$ cat src/rtl/ovl_win_pkg.sv
package ovl_win_pkg;
  localparam int NCH       = 3;
  localparam int CW        = 13;
  localparam int COMP_W    = 10;
  localparam int AW        = 8;
  localparam int PIX_W     = 3 * COMP_W;
  localparam int IDX_W     = 4;
  localparam int DW        = 32;
  localparam int SEL_W     = 2;
  localparam int Y_LSB     = 16;
  localparam int ASEL_BIT  = 10;
  localparam int SWAP_LSB  = 12;
  localparam int ALPHA_LSB = 24;
  localparam logic [AW-1:0] ALPHA_OPAQUE = '1;

  typedef struct packed {
    logic [CW-1:0] y;
    logic [CW-1:0] x;
  } point_t;

  function automatic point_t unpack_pt(input logic [DW-1:0] w);
    point_t p;
    p.x = w[CW-1:0];
    p.y = w[Y_LSB+CW-1:Y_LSB];
    return p;
  endfunction

  // inclusive rectangle test; an all-zero corner pair disables the window
  function automatic logic covers(input point_t c1, input point_t c2, input point_t p);
    logic live;
    live = (c1 != '0) || (c2 != '0);
    return live && (p.x >= c1.x) && (p.x <= c2.x) && (p.y >= c1.y) && (p.y <= c2.y);
  endfunction

  function automatic logic [PIX_W-1:0] swap_comp(input logic [PIX_W-1:0] v, input logic [2:0] code);
    logic [COMP_W-1:0] a, b, c;
    a = v[3*COMP_W-1:2*COMP_W];
    b = v[2*COMP_W-1:COMP_W];
    c = v[COMP_W-1:0];
    case (code)
      3'd1:    return {b, c, a};
      3'd2:    return {c, a, b};
      3'd3:    return {a, c, b};
      3'd4:    return {b, a, c};
      3'd5:    return {c, b, a};
      default: return {a, b, c};
    endcase
  endfunction

  // channel index 0 is the top layer; its enable sits in the highest of the three bits
  function automatic int en_bit(input int ch);
    return NCH - 1 - ch;
  endfunction
endpackage

$ cat src/rtl/ovl_win_regs.sv
module ovl_win_regs
  import ovl_win_pkg::*;
(
  input  logic             clk,
  input  logic             rst_n,
  input  logic             we,
  input  logic [IDX_W-1:0] idx,
  input  logic [DW-1:0]    wdata,
  output logic [DW-1:0]    ctl,
  output point_t           c1 [NCH],
  output point_t           c2 [NCH],
  output logic [PIX_W-1:0] bg [NCH]
);
  localparam logic [DW-1:0] CTL_RST = DW'(ALPHA_OPAQUE) << ALPHA_LSB;

  always_ff @(posedge clk) begin
    if (!rst_n)                         ctl <= CTL_RST;
    else if (we && idx == IDX_W'(0))    ctl <= wdata;
  end

  for (genvar g = 0; g < NCH; g++) begin : g_ch
    localparam logic [IDX_W-1:0] I_C1 = IDX_W'(1 + g);
    localparam logic [IDX_W-1:0] I_C2 = IDX_W'(1 + NCH + g);
    localparam logic [IDX_W-1:0] I_BG = IDX_W'(1 + 2 * NCH + g);

    always_ff @(posedge clk) begin
      if (!rst_n) begin
        c1[g] <= '0;
        c2[g] <= '0;
        bg[g] <= '0;
      end else if (we) begin
        if (idx == I_C1) c1[g] <= unpack_pt(wdata);
        if (idx == I_C2) c2[g] <= unpack_pt(wdata);
        if (idx == I_BG) bg[g] <= wdata[PIX_W-1:0];
      end
    end
  end

  assert_ctl_reset_R10: assert property (@(posedge clk) disable iff (!rst_n)
    $rose(rst_n) |-> ctl[ALPHA_LSB +: AW] == ALPHA_OPAQUE);
endmodule

$ cat src/rtl/ovl_win_hit.sv
module ovl_win_hit
  import ovl_win_pkg::*;
(
  input  logic           clk,
  input  logic           rst_n,
  input  logic [DW-1:0]  ctl,
  input  point_t         c1 [NCH],
  input  point_t         c2 [NCH],
  input  point_t         pos,
  output logic [NCH-1:0] hit,
  output logic [NCH-1:0] win_off
);
  for (genvar g = 0; g < NCH; g++) begin : g_win
    logic in_rect;
    assign win_off[g] = (c1[g] == '0) && (c2[g] == '0);
    assign in_rect    = covers(c1[g], c2[g], pos);
    assign hit[g]     = in_rect && ctl[en_bit(g)];

    // a zeroed window never produces a hit
    assert_zero_win_R3: assert property (@(posedge clk) disable iff (!rst_n)
      win_off[g] |-> !hit[g]);
    // a cleared enable blocks the hit
    assert_enable_R4: assert property (@(posedge clk) disable iff (!rst_n)
      !ctl[en_bit(g)] |-> !hit[g]);
  end
endmodule

$ cat src/rtl/ovl_win_mux.sv
module ovl_win_mux
  import ovl_win_pkg::*;
(
  input  logic             clk,
  input  logic             rst_n,
  input  logic [DW-1:0]    ctl,
  input  logic [NCH-1:0]   hit,
  input  logic [PIX_W-1:0] pix [NCH],
  input  logic [PIX_W-1:0] bg [NCH],
  input  logic [NCH-1:0]   vld,
  input  logic [AW-1:0]    ch1_alpha,
  output logic [SEL_W-1:0] out_sel,
  output logic [PIX_W-1:0] out_pix,
  output logic [AW-1:0]    out_alpha
);
  logic [NCH-1:0]   winner_oh;
  logic [SEL_W-1:0] sel_d;
  logic [PIX_W-1:0] raw_d;
  logic [AW-1:0]    alpha_d;
  logic [AW-1:0]    top_alpha;
  logic             found;

  assign top_alpha = ctl[ASEL_BIT] ? ch1_alpha : ctl[ALPHA_LSB +: AW];

  always_comb begin
    winner_oh = '0;
    found     = 1'b0;
    sel_d     = '0;
    raw_d     = bg[0];
    alpha_d   = ALPHA_OPAQUE;
    for (int i = 0; i < NCH; i++) begin
      if (hit[i] && !found) begin
        found        = 1'b1;
        winner_oh[i] = 1'b1;
        sel_d        = SEL_W'(i + 1);
        raw_d        = vld[i] ? pix[i] : bg[i];
        alpha_d      = (i == 0) ? top_alpha : ALPHA_OPAQUE;
      end
    end
  end

  always_ff @(posedge clk) begin
    if (!rst_n) begin
      out_sel   <= '0;
      out_pix   <= '0;
      out_alpha <= ALPHA_OPAQUE;
    end else begin
      out_sel   <= sel_d;
      out_pix   <= swap_comp(raw_d, ctl[SWAP_LSB +: 3]);
      out_alpha <= alpha_d;
    end
  end

  assert_one_winner_R5: assert property (@(posedge clk) disable iff (!rst_n)
    $onehot0(winner_oh));
  assert_top_wins_R5: assert property (@(posedge clk) disable iff (!rst_n)
    hit[0] |=> out_sel == SEL_W'(1));
  assert_none_sel0_R6: assert property (@(posedge clk) disable iff (!rst_n)
    (hit == '0) |=> out_sel == '0);
  assert_lower_opaque_R9: assert property (@(posedge clk) disable iff (!rst_n)
    (out_sel != SEL_W'(1)) |-> out_alpha == ALPHA_OPAQUE);
  assert_default_alpha_R9: assert property (@(posedge clk) disable iff (!rst_n)
    (hit[0] && !ctl[ASEL_BIT]) |=> out_alpha == $past(ctl[ALPHA_LSB +: AW]));
endmodule

$ cat src/rtl/ovl_win_select.sv
module ovl_win_select
  import ovl_win_pkg::*;
(
  input  logic             clk,
  input  logic             rst_n,
  input  logic             cfg_we,
  input  logic [IDX_W-1:0] cfg_idx,
  input  logic [DW-1:0]    cfg_wdata,
  input  logic [CW-1:0]    pos_x,
  input  logic [CW-1:0]    pos_y,
  input  logic [PIX_W-1:0] ch1_pix,
  input  logic [PIX_W-1:0] ch2_pix,
  input  logic [PIX_W-1:0] ch3_pix,
  input  logic [NCH-1:0]   ch_vld,
  input  logic [AW-1:0]    ch1_alpha,
  output logic [SEL_W-1:0] out_sel,
  output logic [PIX_W-1:0] out_pix,
  output logic [AW-1:0]    out_alpha
);
  logic [DW-1:0]    ctl;
  point_t           c1 [NCH];
  point_t           c2 [NCH];
  logic [PIX_W-1:0] bg [NCH];
  logic [PIX_W-1:0] pix [NCH];
  logic [NCH-1:0]   hit;
  logic [NCH-1:0]   win_off;
  point_t           pos;

  assign pos.x  = pos_x;
  assign pos.y  = pos_y;
  assign pix[0] = ch1_pix;
  assign pix[1] = ch2_pix;
  assign pix[2] = ch3_pix;

  ovl_win_regs u_regs (
    .clk(clk), .rst_n(rst_n), .we(cfg_we), .idx(cfg_idx), .wdata(cfg_wdata),
    .ctl(ctl), .c1(c1), .c2(c2), .bg(bg)
  );

  ovl_win_hit u_hit (
    .clk(clk), .rst_n(rst_n), .ctl(ctl), .c1(c1), .c2(c2), .pos(pos),
    .hit(hit), .win_off(win_off)
  );

  ovl_win_mux u_mux (
    .clk(clk), .rst_n(rst_n), .ctl(ctl), .hit(hit), .pix(pix), .bg(bg),
    .vld(ch_vld), .ch1_alpha(ch1_alpha),
    .out_sel(out_sel), .out_pix(out_pix), .out_alpha(out_alpha)
  );

  // a position covered by no window, with no hit, yields sel 0 one clock later
  assert_latency_R1: assert property (@(posedge clk) disable iff (!rst_n)
    (win_off == '1) |=> out_sel == '0);
endmodule

$ cat config.mk
export PLATFORM = sky130hd
export DESIGN_NAME = ovl_win_select
export DESIGN_NICKNAME = d
export VERILOG_FILES = /design/src/rtl/ovl_win_pkg.sv /design/src/rtl/ovl_win_regs.sv /design/src/rtl/ovl_win_hit.sv /design/src/rtl/ovl_win_mux.sv /design/src/rtl/ovl_win_select.sv
export SDC_FILE = /design/constraint.sdc
export NUM_CORES = 1
export LEC_CHECK = 0
export ABC_AREA = 1
export BUFFER_PORTS_ARGS = -buffer_cell sky130_fd_sc_hd__buf_4
export CAP_MARGIN = 20
export CORE_MARGIN = 3
export CORE_UTILIZATION = 65
export CTS_BUF_LIST = sky130_fd_sc_hd__clkbuf_8
export DETAILED_ROUTE_END_ITERATION = 7
export GPL_ROUTABILITY_DRIVEN = 0
export PLACE_DENSITY = 0.87
export SLEW_MARGIN = 25
export SYNTH_ARGS = -nofsm -noshare
export SYNTH_HDL_FRONTEND = slang
export SYNTH_HIERARCHICAL = 1
export SYNTH_SLANG_ARGS = --single-unit
$ cat constraint.sdc
create_clock -name clk -period 4.8 [get_ports clk]
set_input_delay 0.72 -clock clk [delete_from_list [all_inputs] [get_ports clk]]
set_output_delay 0.72 -clock clk [all_outputs]
set_load 0.05 [all_outputs]
## Yosys cells after proc, flatten, opt, wreduce, memory -nomap -nowiden

Cells that the tools add are included.

| storage, ports and cells | value |
|---|---|
| register bits after elaboration | 318 |
| input port bits | 166 |
| output and inout port bits | 40 |
| logic and storage cells | 100 |

| cells by class | value |
|---|---|
| magnitude comparators | 12 |
| eq/ne operators | 14 |
| muxes and demuxes | 13 |
| bitwise gates (word level) | 2 |
| reduce and logical (&&, ||, !) cells | 40 |

Operators by type and width:

| operator | count |
|---|---|
| $mux W30 | 6 |
| $reduce_bool A26 Y1 | 6 |
| $pmux W30 S5 | 1 |
| $ge A13 B13 Y1 | 6 |
| $le A13 B13 Y1 | 6 |
| $logic_and A1 B1 Y1 | 18 |
| $reduce_and A2 Y1 | 9 |
| $eq A4 B3 Y1 const B | 4 |
| $eq A4 B2 Y1 const B | 2 |
| $eq A4 B4 Y1 const B | 2 |
| $mux W8 | 1 |
| $eq A3 B2 Y1 const B | 2 |
| $eq A3 B3 Y1 const B | 2 |
| $eq A4 B1 Y1 const B | 1 |
| $logic_not A4 Y1 | 1 |
| $mux W2 | 2 |
| $reduce_or A4 Y1 | 1 |
| $eq A3 B1 Y1 const B | 1 |
| $logic_or A1 B1 Y1 | 3 |
| $mux W1 | 3 |
| $logic_not A1 Y1 | 2 |
| $not A1 Y1 | 2 |

## Depth between registers and ports, before layout

Gate-level depths: netlist of the first run.

| depth | value |
|---|---|
| depth after elaboration | 15 |
| depth in mapped cells | 23 |
| gate-level depth less buffers | 22 |

## Modules after synthesis

The synthesis of the first run kept the hierarchy.

Modules (own cells, without submodules):

| module | instances | cells an instance | area an instance (um^2) | seq. area each (um^2) |
|---|---|---|---|---|
| ovl_win_regs | 1 | 1583 | 10825.4 | 5565.3 |
| ovl_win_hit | 1 | 821 | 4755.8 | 0.0 |
| ovl_win_mux | 1 | 733 | 3771.1 | 800.8 |

## Worst setup path after synthesis of the first run

Ideal clock, no wire load.

| path | value |
|---|---|
| kind | input to register |
| from | input pos_y[4] |
| to | register u_mux.out_pix[28] |
| library setup time | 109 ps |
| arrival time | 2498 ps |
| required time | 4691 ps |
| setup slack | 2194 ps |
| cell stages on the path | 18 |
| path buffers | 1 |
| cell sequence | ha_1 -> nand2_1 -> or2_1 -> nand3_1 -> nand2_1 -> nand3_1 -> nand3_1 -> nor2_1 -> inv_2 -> nand2_1 -> nor2_4 -> inv_2 -> buf_4 -> nand3_1 -> nand3_1 -> nand3_1 -> nand2_1 -> inv_1 |

| between the ends | value |
|---|---|
| elaborated cells between the ends (all ways) | 25 |
| classes of those cells | order compare: 6; mux: 6; reduce/logical: 13 |

RTL lines:

| item | line | text |
|---|---|---|
| start: declaration | ovl_win_select.sv:10 | `input logic [CW-1:0] pos_y,` |
| $ge A13 B13 Y1 | ovl_win_pkg.sv:32 | `return live && (p.x >= c1.x) && (p.x <= c2.x) && (p.y >= c1.y) && (p.y <= c2.y);` |
| $logic_and A1 B1 Y1 | ovl_win_pkg.sv:32 |  |
| $logic_and A1 B1 Y1 (*) | ovl_win_pkg.sv:32 |  |
| $logic_and A1 B1 Y1 (*) | ovl_win_hit.sv:17 | `assign hit[g] = in_rect && ctl[en_bit(g)];` |
| net hit[1] | ovl_win_select.sv:25 | `logic [NCH-1:0] hit;` |
| $logic_and A1 B1 Y1 (*) | ovl_win_mux.sv:32 | `if (hit[i] && !found) begin` |
| $mux W1 | ovl_win_mux.sv:32 |  |
| $logic_not A1 Y1 | ovl_win_mux.sv:32 |  |
| $logic_and A1 B1 Y1 | ovl_win_mux.sv:32 |  |
| $mux W30 (*) | ovl_win_mux.sv:32 |  |
| $pmux W30 S5 (*) | ovl_win_pkg.sv:40 | `case (code)` |
| end signal: assignment | ovl_win_mux.sv:49 | `out_pix <= swap_comp(raw_d, ctl[SWAP_LSB +: 3]);` |
| end: declaration | ovl_win_mux.sv:13 | `output logic [PIX_W-1:0] out_pix,` |

Mark *: on every way through the listed nets, which the timed path passes. The rest lies on a longest branch.
A chain may end at the register's enable or synchronous reset.

## Final worst setup path of the first run

| path | value |
|---|---|
| from | register, netlist name u_regs/c2[36] |
| to | register u_mux.out_pix[6] |

| between the ends | value |
|---|---|
| longest elaborated chain between the ends | 13 |
| elaborated cells between the ends (all ways) | 15 |
| classes of those cells | order compare: 1; mux: 4; reduce/logical: 10 |

Ends and longest elaborated chain:

| item | line |
|---|---|
| parallel branches: the longest is 3 deep, another holds $le A13 B13 Y1 | n/a |
| $logic_and A1 B1 Y1 (*) (3 in series) | ovl_win_pkg.sv:32 |
| $logic_and A1 B1 Y1 (*) | ovl_win_hit.sv:17 |
| net hit[1] | ovl_win_select.sv:25 |
| $logic_and A1 B1 Y1 (*) | ovl_win_mux.sv:32 |
| $mux W1 | ovl_win_mux.sv:32 |
| $logic_not A1 Y1 | ovl_win_mux.sv:32 |
| $logic_and A1 B1 Y1 | ovl_win_mux.sv:32 |
| $mux W30 (*) | ovl_win_mux.sv:32 |
| $pmux W30 S5 (*) | ovl_win_pkg.sv:40 |

Mark *: on every way through the listed nets, which the timed path passes.

==> results.sh, run 1 <==
export IMPL_violations="DRC"
export IMPL_cts_resized=0
export IMPL_hold_class="input port to flop"
export IMPL_rows=61
export IMPL_grt_pass1_wl_um=96000
export IMPL_syn_nets=3354
export IMPL_crit_required_ns=5.32
export IMPL_busiest_layer="met2"
export IMPL_vias=20261
export IMPL_portBuffers=205
export IMPL_yosysWarnings=6
export IMPL_synth_area_per_cell_um2=6.16
export IMPL_period_needed_ns=3.84
export IMPL_drt_iter0_drc=2997
export IMPL_slew_headroom_pct=29.7
export IMPL_fp_dieW_um=176
export IMPL_setup_viol=0
export IMPL_crit_path_frequent_cell="nand2_1"
export IMPL_diodes=0
export IMPL_utilization_pct=75.6
export IMPL_end_kind="flop"
export IMPL_grt_max_degree=154
export IMPL_initial_core_util_pct=66.5
export IMPL_status="finished, violations left"
export IMPL_grt_usage_pct=39.1
export IMPL_vias_per_cell=5.65
export IMPL_antenna_found_initial=0
export IMPL_peakVddDrop_mv=0.262
export IMPL_max_stage_delay_ns=0.84
export IMPL_r2r_cells=16
export IMPL_routedWlPerCell_um=17.5
export IMPL_area_growth_pct=13.6
export IMPL_cp_max_fo=18
export IMPL_cts_buffer_depth=3
export IMPL_power_total_mw=5.79
export IMPL_clockRootBuffer="clkbuf_8"
export IMPL_gr_total_overflow=0
export IMPL_grt_pass1_vias=18835
export IMPL_cts_htree_levels=2
export IMPL_die_area_um2=30800
export IMPL_use_met3_pct=8.63
export IMPL_period_share_pct=80.1
export IMPL_power_leakage_nw=10.5
export IMPL_cp_arrival_ns=4.36
export IMPL_numCtsBuffers=51
export IMPL_worst_slew_pin_slew_ns=1.05
export IMPL_die_h_um=176
export IMPL_drcViolationCount=5
export IMPL_rsz0062_at_grt="false"
export IMPL_skew_ns=0.0323
export IMPL_final_antenna_net_count=0
export IMPL_syn_area_um2=18700
export IMPL_hpwlAfterDp_um=44100
export IMPL_wirelength_um=62600
export IMPL_synth_cells=3032
export IMPL_hold_viol=0
export IMPL_final_setup_tns_ns=0
export IMPL_grt_util_met2_pct=62.3
export IMPL_ios=206
export IMPL_cp_start_kind="flop"
export IMPL_path_class="flop to flop"
export IMPL_drtPass1Iterations=8
export IMPL_cts_sinks=301
export IMPL_cap_violations=0
export IMPL_insertion_delay_ns=0.58
export IMPL_cellPowerDensity_nw_per_um2=273
export IMPL_cts_tree="built"
export IMPL_drv_slew=0
export IMPL_coreArea_um2=28100
export IMPL_cp_slowest_cell="o21ai_2"
export IMPL_grt_use_met1_pct=47.3
export IMPL_worstHoldPathCells=3
export IMPL_fmax_ghz=0.260
export IMPL_drive_above_1_share_pct=10.6
export IMPL_worstPathCellList="inv_1 > ha_1 > nand2_1 > nor3_1 > o21ai_0 > nand2_1 > nand2_1 > nand3_1 > nor2_1 > o21ai_2 > nand3_1 > nand3_1 > nand2_1 > nand3_1 > nand2_1 > inv_1"
export IMPL_cts_setup_buffers=0
export IMPL_cts_clk_slew_worst_paths_ns=0.06
export IMPL_nets=3494
export IMPL_ctsHoldBuffers=0
-- worst max-delay path, delay by kind of cell (launching register included) --
| kind | cells | cell delay (ns) |
|---|---|---|
| flops | 1 | 0.40 |
| simple gates | 11 | 1.91 |
| buf+inv | 2 | 0.16 |
| fa+ha+maj | 1 | 0.31 |
| compound gates | 2 | 0.99 |
-- cell usage in the layout (no fill, tap or decap), drive strengths merged --
cell    count
o21ai      29
nand3b      4
bufinv      1
clkinv      7
and2        2
nand3     209
a21oi      67
or2         1
buf       215
nand2    1003
o21a        1
nor3       14
o21bai      3
nor4        1
nor2      665
inv       387
a21o        3
ha        156
nand4      74
dfxtp     301
clkbuf     67
-- routing by layer --
layer  up-vias  routed length (µm)
met3       315                7660
met1      8904               22800
met5         -                   0
li1       9602                   -
met2      1440               27600
met4         0                4570
-- flip-flops by register name (all words and copies together) (netlist names) --
name / flops
u_mux/out_sel: 2
u_regs/bg: 90
u_mux/out_pix: 30
u_mux/out_alpha: 8
u_regs/c2: 78
u_regs/c1: 78
u_regs/ctl: 15
-- layout make-up --
| class | count | area, µm² |
|---|---|---|
| Multi-Input combinational cell | 2232 | 10600 |
| Fill cell | 2292 | 6870 |
| Clock inverter | 25 | 129 |
| Tap cell | 378 | 473 |
| Clock buffer | 66 | 908 |
| Sequential cell | 301 | 6030 |
| Inverter | 370 | 1390 |
| Timing Repair Buffer | 216 | 1670 |
-- per-stage QoR --
step	hold WS [ns]	cell area, µm²	instances	worst slack, ns
detailed placement	0.456	20200	3497	0.938
global placement	0.455	20100	3495	0.904
floorplan	0.442	18700	3032	2.19
finish	0.356	21200	3588	0.955
global route	0.363	21200	3588	0.854
CTS	0.347	21200	3588	1.36
-- path summary, 6_finish.rpt --
check	startpoint	endpoint	slack, ns
setup / recovery	u_regs/c2[36]$_SDFFE_PN0P_	u_mux/out_pix[6]$_SDFF_PN0_	0.96
hold / removal	cfg_wdata[29]	u_regs/ctl[29]$_SDFFE_PN1P_	0.36
setup reg to reg	u_regs/c2[36]$_SDFFE_PN0P_	u_mux/out_pix[6]$_SDFF_PN0_	0.96
hold reg to reg	u_regs/ctl[31]$_SDFFE_PN1P_	u_mux/out_alpha[7]$_SDFF_PP1_	0.46
-- power breakdown --
group / switching, mW / leakage, nW / internal, mW
sequential: 0.0387 / 2.44 / 2.55
clock: 1.04 / 0.607 / 1.28
combinational: 0.568 / 7.48 / 0.315
(Power assumes the default switching activity.)
==> inputs of run 2 (changes only) <==
--- a/config.mk
+++ b/config.mk
@@ -9,11 +9,11 @@
 export BUFFER_PORTS_ARGS = -buffer_cell sky130_fd_sc_hd__buf_4
 export CAP_MARGIN = 20
 export CORE_MARGIN = 3
-export CORE_UTILIZATION = 65
+export CORE_UTILIZATION = 56
 export CTS_BUF_LIST = sky130_fd_sc_hd__clkbuf_8
 export DETAILED_ROUTE_END_ITERATION = 7
 export GPL_ROUTABILITY_DRIVEN = 0
-export PLACE_DENSITY = 0.87
+export PLACE_DENSITY = 0.8
 export SLEW_MARGIN = 25
 export SYNTH_ARGS = -nofsm -noshare
 export SYNTH_HDL_FRONTEND = slang
==> constraint.sdc (replaced) <==
create_clock -name clk -period 3.1 [get_ports clk]
set_input_delay 0.465 -clock clk [delete_from_list [all_inputs] [get_ports clk]]
set_output_delay 0.465 -clock clk [all_outputs]
set_load 0.05 [all_outputs]
==> results.sh, run 2 (synthesis gave the netlist of run 1 again) <==
export IMPL_hold_class="input port to flop"
export IMPL_vias_per_cell=5.43
export IMPL_clkPwrFrac_pct=41.8
export IMPL_grt_pass1_wl_um=96500
export IMPL_period_share_pct=97.1
export IMPL_hpwlAfterDp_um=44300
export IMPL_cp_start_kind="flop"
export IMPL_r2r_cells=19
export IMPL_holdWs_ns=0.0768
export IMPL_pwr_share_seq_pct=43.2
export IMPL_fmax_ghz=0.332
export IMPL_hold_viol=0
export IMPL_ctsHoldBuffers=0
export IMPL_fp_dieW_um=189
export IMPL_crit_required_ns=3.59
export IMPL_numCtsBuffers=51
export IMPL_ios=206
export IMPL_dp_slack_ns=-0.0199
export IMPL_wirelength_um=61200
export IMPL_initial_core_util_pct=57.1
export IMPL_cts_clk_slew_worst_paths_ns=0.06
export IMPL_p_int_mw=6.64
export IMPL_regToRegEndpoint="u_mux/out_pix[2]$_SDFF_PN0_"
export IMPL_final_setup_tns_ns=0
export IMPL_area_growth_pct=16.5
export IMPL_power_leakage_nw=10.8
export IMPL_die_area_um2=35600
export IMPL_largest_registers="u_regs/bg x90, u_regs/c1 x78, u_regs/c2 x78"
export IMPL_setup_viol=0
export IMPL_holdPathEnd="u_mux/out_alpha[6]$_SDFF_PP1_"
export IMPL_diodes=0
export IMPL_cellPowerDensity_nw_per_um2=426
export IMPL_drv_slew=0
export IMPL_grt_usage_pct=33.4
export IMPL_utilization_pct=66.5
export IMPL_vias=20081
export IMPL_largest_register="u_regs/bg"
export IMPL_p_comb_share_pct=15.0
export IMPL_grt_max_degree=105
export IMPL_cp_arrival_ns=3.50
export IMPL_antenna_found_initial=0
export IMPL_gr_total_overflow=0
export IMPL_cp_max_fo=10
export IMPL_die_h_um=189
export IMPL_drtPass1Iterations=6
export IMPL_rows=66
export IMPL_insertion_delay_ns=0.61
export IMPL_portBuffers=205
export IMPL_coreArea_um2=32700
export IMPL_cts_buffer_depth=3
export IMPL_cap_violations=0
export IMPL_finalWorstSetupSlack_ns=0.0890
export IMPL_routedWlPerCell_um=16.6
export IMPL_worst_slew_pin_slew_ns=0.784
export IMPL_path_class="flop to flop"
export IMPL_end_kind="flop"
export IMPL_peakVddDrop_mv=0.352
export IMPL_placed_cell_area_um2=20600
export IMPL_reg2reg_from="u_regs/c1[64]$_SDFFE_PN0P_"
export IMPL_clockRootBuffer="clkbuf_8"
export IMPL_cts_htree_levels=2
export IMPL_final_antenna_net_count=0
export IMPL_cts_sinks=301
export IMPL_swShare_pct=28.3
export IMPL_worstHoldPathCells=3
export IMPL_final_area_um2=21800
export IMPL_worstHoldStart="ch1_alpha[6]"
export IMPL_drcViolationCount=0
export IMPL_largest_reg_flops=90
export IMPL_rsz0062_at_grt="false"
export IMPL_period_needed_ns=3.01
export IMPL_status="completed"
export IMPL_grt_pass1_vias=19389
export IMPL_nets=3535
export IMPL_switching_power_mw=2.63
export IMPL_slew_headroom_pct=47.6
export IMPL_drt_iter0_drc=2227
export IMPL_final_cell_mix="992 x nand2_1, 644 x nor2_1, 375 x inv_1"
export IMPL_r2r_slack_ns=0.09
export IMPL_drive_above_1_share_pct=12.2
export IMPL_fillers=2959
export IMPL_skew_ns=0.0317
export IMPL_cts_tree="built"
export IMPL_layout_cells_most_common="nand2_1"
run 2: changes by cell type in the layout (fill, tap and decap cells not counted), sizes merged:
| cell | delta |
|---|---|
| buf | +41 |
| clkbuf | +1 |
| inv | -3 |
| bufinv | +2 |
| clkinv | +3 |
run 2: how the worst max path moves through the flow:
stage / start / depth (start not counted) / slack, ns / endpoint
6_report: u_regs/c1[64]$_SDFFE_PN0P_ / 19 / 0.09 / u_mux/out_pix[2]$_SDFF_PN0_
5_1_grt: u_regs/c1[8]$_SDFFE_PN0P_ / 19 / 0.008 / u_mux/out_pix[26]$_SDFF_PN0_
4_1_cts: u_regs/c1[64]$_SDFFE_PN0P_ / 19 / 0.12 / u_mux/out_pix[26]$_SDFF_PN0_
3_5_place_dp: pos_x[12] / 18 / -0.02 / u_mux/out_pix[26]$_SDFF_PN0_
3_3_place_gp: pos_y[12] / 20 / 0.05 / u_mux/out_pix[24]$_SDFF_PN0_
2_1_floorplan: pos_y[4] / 18 / 0.75 / u_mux/out_pix[28]$_SDFF_PN0_
run 2: cell type report:
cell class | count | area, µm² | area share [%]
inverters | 370 | 1390 | 6.39
clock inverters | 27 | 200 | 0.920
multi-input cells | 2232 | 10600 | 48.9
clock buffers | 67 | 922 | 4.24
well taps | 442 | 553 | 2.54
repair buffers | 257 | 2030 | 9.35
flip-flops and latches | 301 | 6030 | 27.7
run 2: stage by stage:
step           instances  power (mW)
2_1_floorplan       3032        4.89
3_3_place_gp        3602        5.38
3_5_place_dp        3602        5.43
4_1_cts             3696        9.26
5_1_grt             3696        9.63
6_report            3696        9.27
run 2: critical path, stage by stage, from the launching register on:
cell and delay (ns):
dfxtp_1 0.39, inv_1 0.09, ha_1 0.33, a21o_1 0.20
nor2_2 0.16, nand3_1 0.10, nor2_1 0.23, nor2_1 0.09
nand3_1 0.14, nor2_2 0.07, buf_12 0.14, nand2_4 0.10
buf_4 0.18, nand2_1 0.08, nand3_1 0.10, nand3_2 0.16
nand2_1 0.13, nand3_1 0.09, nand2_1 0.07, inv_1 0.05
run 2: timing repair:
item,CTS,global route
setup endpoints to repair,0,30
resized for setup,0,11
setup buffers,0,0
run 2: power groups by stage:
stage	combinational (mW)	clock, mW	sequential [mW]
after floorplan	0.792	0	4.09
final	1.39	3.87	4.01
after detailed placement	1.34	0	4.09
after CTS	1.35	3.91	4.01
after global placement	1.29	0	4.09
after global routing	1.53	4.09	4.02
run 2: metal layers:
layer	vias to the layer above	track usage, %	wire, µm
li1	9691	-	-
met1	8927	41.6	23800
met2	1176	54.4	27000
met3	287	6.46	6640
met4	0	18.6	3800
met5	-	0	0
